### config.mk
export PLATFORM = sky130hd
export DESIGN_NAME = rs_dispatch
export DESIGN_NICKNAME = d
export VERILOG_FILES = /design/src/rtl/rs_dispatch.sv
export SDC_FILE = /design/constraint.sdc
export NUM_CORES = 1
export LEC_CHECK = 0
export BUFFER_PORTS_ARGS = -buffer_cell sky130_fd_sc_hd__buf_4
export CORE_MARGIN = 2
export CORE_UTILIZATION = 65
export CTS_CLUSTER_SIZE = 12
export DETAILED_ROUTE_END_ITERATION = 8
export PLACE_DENSITY = 0.84
export REMOVE_ABC_BUFFERS = 1
export SKIP_CTS_REPAIR_TIMING = 1
export SLEW_MARGIN = 20
export SYNTH_ARGS = -nofsm -noshare
export SYNTH_HDL_FRONTEND = slang
export SYNTH_SLANG_ARGS = --single-unit
### constraint.sdc
create_clock -name clk -period 6.35 [get_ports clk]
set_input_delay 0.635 -clock clk [delete_from_list [all_inputs] [get_ports clk]]
set_output_delay 0.635 -clock clk [all_outputs]
set_load 0.02 [all_outputs]
### src/rtl/rs_dispatch.sv
module rs_dispatch #(
  parameter int NRS  = 4,
  parameter int NREG = 8,
  parameter int DW   = 16
) (
  input  logic                    clk,
  input  logic                    rst_n,
  input  logic                    disp_valid,
  input  logic [$clog2(NREG)-1:0] disp_dst,
  input  logic [$clog2(NREG)-1:0] disp_srca,
  input  logic [$clog2(NREG)-1:0] disp_srcb,
  output logic                    disp_ready,
  output logic                    iss_valid,
  input  logic                    iss_ready,
  output logic [$clog2(NRS)-1:0]  iss_tag,
  output logic [DW-1:0]           iss_opa,
  output logic [DW-1:0]           iss_opb,
  input  logic                    res_valid,
  input  logic [$clog2(NRS)-1:0]  res_tag,
  input  logic [DW-1:0]           res_val,
  input  logic [$clog2(NREG)-1:0] rd_addr,
  output logic [DW-1:0]           rd_val,
  output logic                    rd_busy,
  output logic [$clog2(NRS)-1:0]  rd_tag
);
  localparam int TW = $clog2(NRS);

  typedef enum logic [1:0] {S_FREE, S_LOAD, S_ISS} st_e;

  logic [DW-1:0]   rval [NREG];
  logic [NREG-1:0] rbusy;
  logic [TW-1:0]   rtag [NREG];

  st_e             st   [NRS];
  logic [NRS-1:0]  a_ok, b_ok;
  logic [TW-1:0]   a_tag [NRS];
  logic [TW-1:0]   b_tag [NRS];
  logic [DW-1:0]   a_val [NRS];
  logic [DW-1:0]   b_val [NRS];

  logic            free_any;
  logic [TW-1:0]   free_sel, iss_sel;
  logic            disp_fire, iss_fire;
  logic            hit_a, hit_b;

  always_comb begin
    free_any = 1'b0;
    free_sel = '0;
    iss_valid = 1'b0;
    iss_sel = '0;
    for (int i = NRS-1; i >= 0; i--) begin
      if (st[i] == S_FREE) begin
        free_any = 1'b1;
        free_sel = TW'(i);
      end
      if (st[i] == S_LOAD && a_ok[i] && b_ok[i]) begin
        iss_valid = 1'b1;
        iss_sel = TW'(i);
      end
    end
  end

  assign disp_ready = free_any;
  assign disp_fire  = disp_valid & free_any;
  assign iss_fire   = iss_valid & iss_ready;
  assign iss_tag    = iss_sel;
  assign iss_opa    = a_val[iss_sel];
  assign iss_opb    = b_val[iss_sel];

  assign hit_a = res_valid & rbusy[disp_srca] & (rtag[disp_srca] == res_tag);
  assign hit_b = res_valid & rbusy[disp_srcb] & (rtag[disp_srcb] == res_tag);

  assign rd_val  = rval[rd_addr];
  assign rd_busy = rbusy[rd_addr];
  assign rd_tag  = rtag[rd_addr];

  always_ff @(posedge clk) begin
    for (int r = 0; r < NREG; r++) begin
      if (!rst_n) begin
        rval[r]  <= DW'(256 + r);
        rbusy[r] <= 1'b0;
        rtag[r]  <= '0;
      end else if (disp_fire && disp_dst == ($clog2(NREG))'(r)) begin
        rbusy[r] <= 1'b1;
        rtag[r]  <= free_sel;
      end else if (res_valid && rbusy[r] && rtag[r] == res_tag) begin
        rbusy[r] <= 1'b0;
        rval[r]  <= res_val;
      end
    end
  end

  always_ff @(posedge clk) begin
    for (int i = 0; i < NRS; i++) begin
      if (!rst_n) begin
        st[i]    <= S_FREE;
        a_ok[i]  <= 1'b0;
        b_ok[i]  <= 1'b0;
        a_tag[i] <= '0;
        b_tag[i] <= '0;
        a_val[i] <= '0;
        b_val[i] <= '0;
      end else if (disp_fire && free_sel == TW'(i)) begin
        st[i]    <= S_LOAD;
        a_ok[i]  <= hit_a | ~rbusy[disp_srca];
        a_tag[i] <= rtag[disp_srca];
        a_val[i] <= hit_a ? res_val : rval[disp_srca];
        b_ok[i]  <= hit_b | ~rbusy[disp_srcb];
        b_tag[i] <= rtag[disp_srcb];
        b_val[i] <= hit_b ? res_val : rval[disp_srcb];
      end else begin
        if (st[i] == S_ISS && res_valid && res_tag == TW'(i))
          st[i] <= S_FREE;
        else if (iss_fire && iss_sel == TW'(i))
          st[i] <= S_ISS;
        if (!a_ok[i] && res_valid && a_tag[i] == res_tag) begin
          a_ok[i]  <= 1'b1;
          a_val[i] <= res_val;
        end
        if (!b_ok[i] && res_valid && b_tag[i] == res_tag) begin
          b_ok[i]  <= 1'b1;
          b_val[i] <= res_val;
        end
      end
    end
  end

  p_load_lowest_r2: assert property (@(posedge clk) disable iff (!rst_n)
    disp_fire |=> st[$past(free_sel)] == S_LOAD);

  p_reserve_dst_r6: assert property (@(posedge clk) disable iff (!rst_n)
    disp_fire |=> rbusy[$past(disp_dst)] && rtag[$past(disp_dst)] == $past(free_sel));

  p_issue_moves_r9: assert property (@(posedge clk) disable iff (!rst_n)
    iss_fire |=> st[$past(iss_tag)] == S_ISS);

  p_free_on_result_r10: assert property (@(posedge clk) disable iff (!rst_n)
    (res_valid && st[res_tag] == S_ISS) |=> st[$past(res_tag)] == S_FREE);

  p_early_result_keeps_r11: assert property (@(posedge clk) disable iff (!rst_n)
    (res_valid && st[res_tag] == S_LOAD && !(iss_fire && iss_sel == res_tag))
      |=> st[$past(res_tag)] == S_LOAD);
endmodule

==> Implementation_results.wiki, run 1 <==
{| class="wikitable"
! Metric !! Value
|-
| Outcome || complete, no violations
|-
| Vias/cell || 7.361
|-
| Most used flip-flop cell after synthesis || edfxtp_1
|-
| Final estimated routing congestion in global placement || 0.8746
|-
| Async SR Flop Fraction || 0%
|-
| Fmax || 276.3 MHz
|-
| Number of hold violations in the final report || 0
|-
| Die outline height || 165.7 µm
|-
| Total standard cell area after synthesis || 16,990 µm²
|-
| Count of flip-flops with a built-in enable after synthesis || 296
|-
| Cells after Synth || 1,202
|-
| Aggregate negative setup slack || 0 ns
|-
| Least-Margin Pin Slew || 1.124 ns
|-
| Clock tree root buffer cell || clkbuf_16
|-
| Maximum number of pins on one net before global-route repair || 40
|-
| Routed Wire Length || 44,920 µm
|-
| Worst max-slew margin expressed relative to the limit || 24.76%
|-
| Top post-synthesis cells by area || edfxtp_1 (52%), mux4_2 (14%), o2bb2ai_1 (6.6%)
|-
| Type of the tightest min-delay check || in -> reg
|-
| Insertion delay of the later-clocked pin in the worst-skew pair || 0.58 ns
|-
| Number of antenna violations at the first check in global routing || 0
|-
| Final net count || 1,273
|-
| Fraction of final layout cells with drive strength greater than 1 || 24.76%
|-
| Filler cell count || 1,653
|-
| CTS H-tree lvls || 1
|-
| Avg Inst Size Synth || 14.13 µm²
|-
| Post-synthesis sequential area ratio || 54.21%
|-
| Period Utilization, post-route || 57.00%
|-
| Count of yosys warnings during synthesis || 0
|-
| Critical Path Sink Type || flop
|-
| First-pass GRT wire length || 68,310 µm
|-
| Synth area leader || edfxtp_1
|-
| Clock transition at the register clock pins on the worst setup and hold paths after CTS || 0.06 ns
|-
| Start of the worst register-to-register path || st[0][0]
|-
| Drt wl/cell || 28.23 µm
|-
| CP Launch Type || flop
|-
| Number of top-level pins || 90
|-
| All-Layer GR Usage || 32.38%
|-
| Register cell area after layout || 9209 µm²
|-
| Die Area || 27,440 µm²
|-
| DRT antenna net count || 0
|-
| Area of combinational cells with multiple inputs || 7375 µm²
|-
| Number of non-filler instances in the completed layout || 1,591
|-
| CP Data Required Time || 6.68 ns
|-
| Data arrival time at the worst-slack endpoint || 3.95 ns
|-
| Leakage power figure || 6.518 nW
|-
| Port Buffers || 89
|-
| Number of detailed-route iterations in the first pass || 9
|-
| Start point of the critical path || st[0][0]
|-
| Num rows || 59
|-
| Ratio of total power to cell area || 259.4 nW/µm²
|-
| Final period demand of the worst path || 3.619 ns
|-
| Initial standard-cell utilization of the core || 65.75%
|-
| Number of cells after detailed placement || 1,540
|-
| Worst hold stages || 2
|-
| TritonCTS Sinks || 312
|-
| Worst-case clock skew || 0.01400 ns
|-
| Synth unique cells || 53
|-
| Total setup violations reported at the end of the flow || 0
|-
| Antenna Diode Count || 0
|-
| Worst-case reg-to-reg path depth || 6
|-
| Largest voltage drop on the vdd net || 0.2512 mV
|-
| Number of DRC violations after detailed routing || 0
|-
| Top cell type's share of synthesized area || 52.32%
|-
| CTS Buffer Depth || 3
|-
| RSZ-0062 raised after global routing || false
|-
| X dimension of the die || 165.7 µm
|-
| Biggest fanout along the worst timing path || 12
|-
| Register bit total from synthesis || 312
|-
| Synthesis-to-layout area growth || 10.07%
|-
| Total via count in the routed design || 11,710
|-
| Overflow left after global routing || 0
|-
| Clock tree from TritonCTS || done
|-
| Core Footprint || 25,840 µm²
|-
| Via count of the first global-routing pass || 11,690
|-
| TritonCTS buffer count || 31
|-
| Total count of max-transition violations in the final report || 0
|-
| Final HPWL DP || 27,860 µm
|-
| Classification of the worst setup path || reg -> reg
|-
| Post-route worst hold slack || 0.4350 ns
|-
| DRT iter0 DRCs || 1,952
|-
| Max-Cap Viols || 0
|-
| Beginning of the worst hold path || iss_ready
|}
area by class of cell:
type,instances,share of cell area (%)
clock buffers,47,4.691
clock inverters,4,0.1807
inverters,9,0.1807
multi-input cells,784,39.44
flip-flops and latches,312,49.25
well taps,335,2.242
repair buffers,100,4.015
report_power, final:
group	total [mW]	switching [mW]	internal, mW
registers	2.47	0.0680	2.40
logic	0.670	0.419	0.251
clock network	1.71	0.766	0.944
total	4.85	1.25	3.60
worst max-delay path, stage by stage, from the launching register on:
cell      delay [ns]
edfxtp_1        0.45
nor2_1          0.48
or3_1           0.23
nand4_1         0.39
o21ai_0         0.96
nor2_1          0.53
and2_1          0.33
final timing paths:
kind	endpoint	slack, ns
worst max-delay path	rval[7][10]	2.73
worst min-delay path	st[2][1]	0.44
worst max register to register	rval[7][10]	2.73
worst min register to register	rbusy[0]	0.51
Yosys cell counts (5+ instances only):
library cell and n:
edfxtp_1 296, o2bb2ai_1 128, and2_1 110, mux4_2 109, nand2_1 100, clkbuf_1 60
nor2_1 50, mux2i_1 36, a222oi_1 32, xnor2_1 28, buf_2 26, mux2_2 25
or3_1 23, nor3_1 18, dfxtp_1 16, o21ai_0 10, a21oi_1 9, inv_1 9
nand4_1 9, o22ai_1 9, nand2b_1 8, nand4b_1 8, a31oi_1 7, a31o_2 6
nand3_1 6, buf_4 5, nor2b_1 5, o21ai_1 5, o22ai_4 5
layout by cell type (no fill, tap or decap), types with 28 or more instances in the layout:
cell | Yosys | layout
mux4_2 | 109 | 109
o2bb2ai_1 | 128 | 128
and2_1 | 110 | 110
clkbuf_16 | 0 | 32
xnor2_1 | 28 | 28
nand2_1 | 100 | 100
mux2i_1 | 36 | 36
edfxtp_1 | 296 | 296
nor2_1 | 50 | 45
buf_4 | 5 | 100
a222oi_1 | 32 | 32
flip-flops by register name (all words and copies together), names as in the netlist:
register and count:
a_tag 8, rbusy 8, b_val 64, rval 128, b_tag 8, rtag 16
b_ok 4, a_ok 4, st 8, a_val 64
logic make-up (layout without fill, tap and decap cells):
| family | after synthesis | after routing | share of synthesized area, % |
|---|---|---|---|
| AND/OR/NAND/NOR | 351 | 351 | 10.81 |
| flip-flops | 312 | 312 | 54.21 |
| AO/OA/AOI/OAI | 226 | 226 | 11.72 |
| multiplexers | 173 | 173 | 18.65 |
| buffers and inverters | 106 | 160 | 2.777 |
| XOR/XNOR | 34 | 34 | 1.841 |
per-layer routing:
| metal | share of wire [%] | global-route usage [%] |
|---|---|---|
| met1 | 36 | 44.67 |
| met2 | 49 | 52.99 |
| met3 | 13 | 6.738 |
| met4 | 2.3 | 9.414 |
| met5 | 0 | 0 |
through the flow:
stage                     setup slack [ns]  util, %  cell area, µm²  power [mW]
final                                2.731    72.37           18700       4.851
after global routing                 2.496    72.37           18700       4.958
after CTS                            2.796    72.35           18690       4.830
after detailed placement             2.650    68.82           17780       3.167
after global placement               2.729    68.77           17770       3.144
after floorplan                      3.451        -           16550       2.864
Note: power is estimated with default switching activity, not from simulation.
==> run 2: changes to the inputs <==
--- a/config.mk
+++ b/config.mk
@@ -7,10 +7,10 @@
 export LEC_CHECK = 0
 export BUFFER_PORTS_ARGS = -buffer_cell sky130_fd_sc_hd__buf_4
 export CORE_MARGIN = 2
-export CORE_UTILIZATION = 65
+export CORE_UTILIZATION = 56
 export CTS_CLUSTER_SIZE = 12
 export DETAILED_ROUTE_END_ITERATION = 8
-export PLACE_DENSITY = 0.84
+export PLACE_DENSITY = 0.77
 export REMOVE_ABC_BUFFERS = 1
 export SKIP_CTS_REPAIR_TIMING = 1
 export SLEW_MARGIN = 20
==> constraint.sdc (replaced) <==
create_clock -name clk -period 3.2 [get_ports clk]
set_input_delay 0.32 -clock clk [delete_from_list [all_inputs] [get_ports clk]]
set_output_delay 0.32 -clock clk [all_outputs]
set_load 0.02 [all_outputs]
==> run 2 against run 1 <==
Effect of this change:
- non-clock buffer count is 42 higher
- setup slack worse by 2.5 ns
- total power is 100% higher
- final cell count is 6.5% higher
- first-iteration DRC count is 19% lower
- utilization is 7.9 points lower
- wire length is 2.7% higher
- critical path type is now reg -> out
- largest cell class unchanged
- highest routed layer unchanged
==> Implementation_results.wiki, run 2 (synthesized netlist as in run 1, its figures left out) <==
{| class="wikitable"
! Metric !! Value
|-
| Outcome || complete, no violations
|-
| Max-Cap Viols || 0 (unchanged)
|-
| Combinational fraction of design power || 13.9% (about the same)
|-
| Top metal layer carrying routed signals || met4
|-
| Initial standard-cell utilization of the core || 57.16% (-8.6 points)
|-
| Least-Margin Pin Slew || 0.8801 ns (-0.2444 ns)
|-
| Type of the tightest min-delay check || in -> reg
|-
| Aggregate negative setup slack || 0 ns (unchanged)
|-
| Beginning of the worst hold path || iss_ready
|-
| Period Utilization, post-route || 94.08%
|-
| TritonCTS buffer count || 34 (+9.7%)
|-
| Met1 layer wirelength in the final routing || 17,630 µm (+9.4%)
|-
| Via count of the first global-routing pass || 11,710 (+0.18%)
|-
| Switching power share of the total || 25.69% (-0.14 points)
|-
| Number of detailed-route iterations in the first pass || 6 (-3)
|-
| First-pass GRT wire length || 69,660 µm (+2.0%)
|-
| Total via count in the routed design || 11,710 (-0.017%)
|-
| Core Footprint || 29,720 µm² (+15%)
|-
| Internal power || 7.365 mW (+100%)
|-
| Total count of max-transition violations in the final report || 0 (unchanged)
|-
| Most frequent cell on the critical path || buf_4
|-
| Leakage power figure || 6.756 nW (+3.6%)
|-
| Num rows || 63 (+6.8%)
|-
| Cell area after layout || 19,170 µm² (+2.5%)
|-
| Core Util, Final || 64.50% (-7.9 points)
|-
| Overflow left after global routing || 0 (unchanged)
|-
| Number of hold violations in the final report || 0 (unchanged)
|-
| Number of top-level pins || 90 (unchanged)
|-
| Final period demand of the worst path || 3.011 ns
|-
| Critical Path Sink Type || output pin
|-
| RSZ-0062 raised after global routing || false
|-
| Largest stage delay, worst path || 0.45 ns (-0.51 ns)
|-
| Biggest fanout along the worst timing path || 33 (+21)
|-
| Port Buffers || 89 (unchanged)
|-
| Ratio of total power to cell area || 517.1 nW/µm² (+99%)
|-
| Largest voltage drop on the vdd net || 0.3111 mV (+24%)
|-
| Wire length on met2 || 22,970 µm (+4.6%)
|-
| Register cell area after layout || 9209 µm² (unchanged)
|-
| DRT iter0 DRCs || 1,589 (-19%)
|-
| Flip-flop count of the largest register, all copies and words added || 128 (unchanged)
|-
| All-Layer GR Usage || 29.59% (-2.8 points)
|-
| DRT antenna net count || 0 (unchanged)
|-
| Number of antenna violations at the first check in global routing || 0 (unchanged)
|-
| Classification of the worst setup path || reg -> out
|-
| Largest regs || rval: 128 flops, a_val: 64 flops, b_val: 64 flops
|-
| Net switching component of the power || 2.546 mW (+100%)
|-
| Final net count || 1,318 (+3.5%)
|-
| Leading cell type in the layout, fill and taps excluded || edfxtp_1
|-
| Antenna Diode Count || 0 (unchanged)
|-
| Highest-delay cell along the critical path || and4b_1
|-
| TritonCTS Sinks || 312 (unchanged)
|-
| Drt wl/cell || 27.24 µm (-3.5%)
|-
| Filler cell count || 2,076 (+26%)
|-
| Area of combinational cells with multiple inputs || 7347 µm² (-0.37%)
|-
| Maximum number of pins on one net before global-route repair || 39 (-2.5%)
|-
| Worst-case clock skew || 0.02428 ns (+0.01029 ns)
|-
| Clock network fraction of total power || 36.7% (+1.5 points)
|-
| Met3 routed wirelength || 4332 µm (-25%)
|-
| Register with the highest flop count || rval
|-
| Clock transition at the register clock pins on the worst setup and hold paths after CTS || 0.06 ns (about the same)
|-
| Final estimated routing congestion in global placement || 0.8644 (-1.2%)
|-
| Data arrival time at the worst-slack endpoint || 2.69 ns (-1.26 ns)
|-
| Synthesis-to-layout area growth || 12.84%
|-
| Clock tree from TritonCTS || done
|-
| Fmax || 332.2 MHz
|-
| CTS Buffer Depth || 3 (unchanged)
|-
| Worst max-slew margin expressed relative to the limit || 41.18% (+16 points)
|-
| X dimension of the die || 178.2 µm (+7.6%)
|-
| CTS H-tree lvls || 2 (+1)
|-
| Fraction of final layout cells with drive strength greater than 1 || 27.45% (+2.7 points)
|-
| Final HPWL DP || 29,530 µm (+6.0%)
|-
| Start point of the critical path || st[0][1]
|-
| Die outline height || 178.2 µm (+7.6%)
|-
| CP Launch Type || flop
|-
| Insertion delay of the later-clocked pin in the worst-skew pair || 0.53 ns (-0.05 ns)
|-
| DP Area || 18,160 µm² (+2.1%)
|-
| Commonest non-fill, non-tap cells in the layout || edfxtp_1 (296), buf_4 (141), o2bb2ai_1 (128), and2_1 (110), mux4_2 (109)
|-
| Start of the worst register-to-register path || rtag[0][0]
|-
| Total setup violations reported at the end of the flow || 0 (unchanged)
|-
| Clock tree root buffer cell || clkbuf_16
|-
| Number of DRC violations after detailed routing || 0 (unchanged)
|-
| Series of cell instances along the critical path || and4b_1 -> nand2b_1 -> nor2_2 -> buf_4 -> a222oi_1 -> nand2_1 -> buf_4
|-
| Vias/cell || 6.912 (-6.1%)
|-
| Sequential group share of total power || 49.4% (-1.5 points)
|-
| Routed Wire Length || 46,150 µm (+2.7%)
|-
| Die Area || 31,740 µm² (+16%)
|-
| CP Data Required Time || 2.88 ns (-3.80 ns)
|}
==> run 2: cell count changes in the layout (fill, tap and decap cells not counted), sizes merged <==
| cell | change |
|---|---|
| buf | +42 |
| clkinv | +5 |
| clkbuf | +1 |
==> run 2: final timing paths <==
kind	to	slack [ns]	cells past startpoint
worst max-delay path	iss_opb[8]	0.19	7
worst min-delay path	st[2][1]	0.21	2
worst max register to register	b_val[0][0]	0.48	6
worst min register to register	rbusy[0]	0.53	2
==> run 2: per-layer routing <==
layer	vias up	global-route usage (%)
li1	5004	-
met1	5914	40.24
met4	0	9.282
met2	701	49.69
met5	-	0
met3	90	4.284
==> run 2: cell type report <==
class	count	share of cell area [%]
clock buffers	48	4.928
clock inverters	9	0.3525
inverters	9	0.1762
multi-input cells	784	38.33
flip-flops and latches	312	48.04
well taps	390	2.546
repair buffers	142	5.627
==> run 2: per-stage QoR <==
step | std cells | worst slack, ns | hold WS (ns) | power (mW)
finish | 1694 | 0.1895 | 0.2051 | 9.912
global placement | 1637 | 0.4874 | 0.4972 | 6.290
floorplan | 1105 | 0.4398 | 0.4593 | 5.683
global route | 1694 | 0.1058 | 0.1988 | 10.19
detailed placement | 1637 | 0.3770 | 0.5075 | 6.330
CTS | 1694 | 0.2150 | 0.1769 | 9.910
==> run 2: worst max-delay path, delay by kind of cell, from the launching register on <==
family                 cells  cell delay (ns)
buffers and inverters      2             0.45
AOI/OAI and AO/OA          1             0.40
and+or+nand+nor            4             0.90
DFF                        1             0.42
==> run 2: power groups by stage <==
stage	Clock, mW	Combinational (mW)	Sequential [mW]
after floorplan	0	0.755	4.93
after global placement	0	1.33	4.96
after detailed placement	0	1.35	4.98
after CTS	3.66	1.36	4.89
after global routing	3.82	1.45	4.92
final	3.64	1.37	4.90
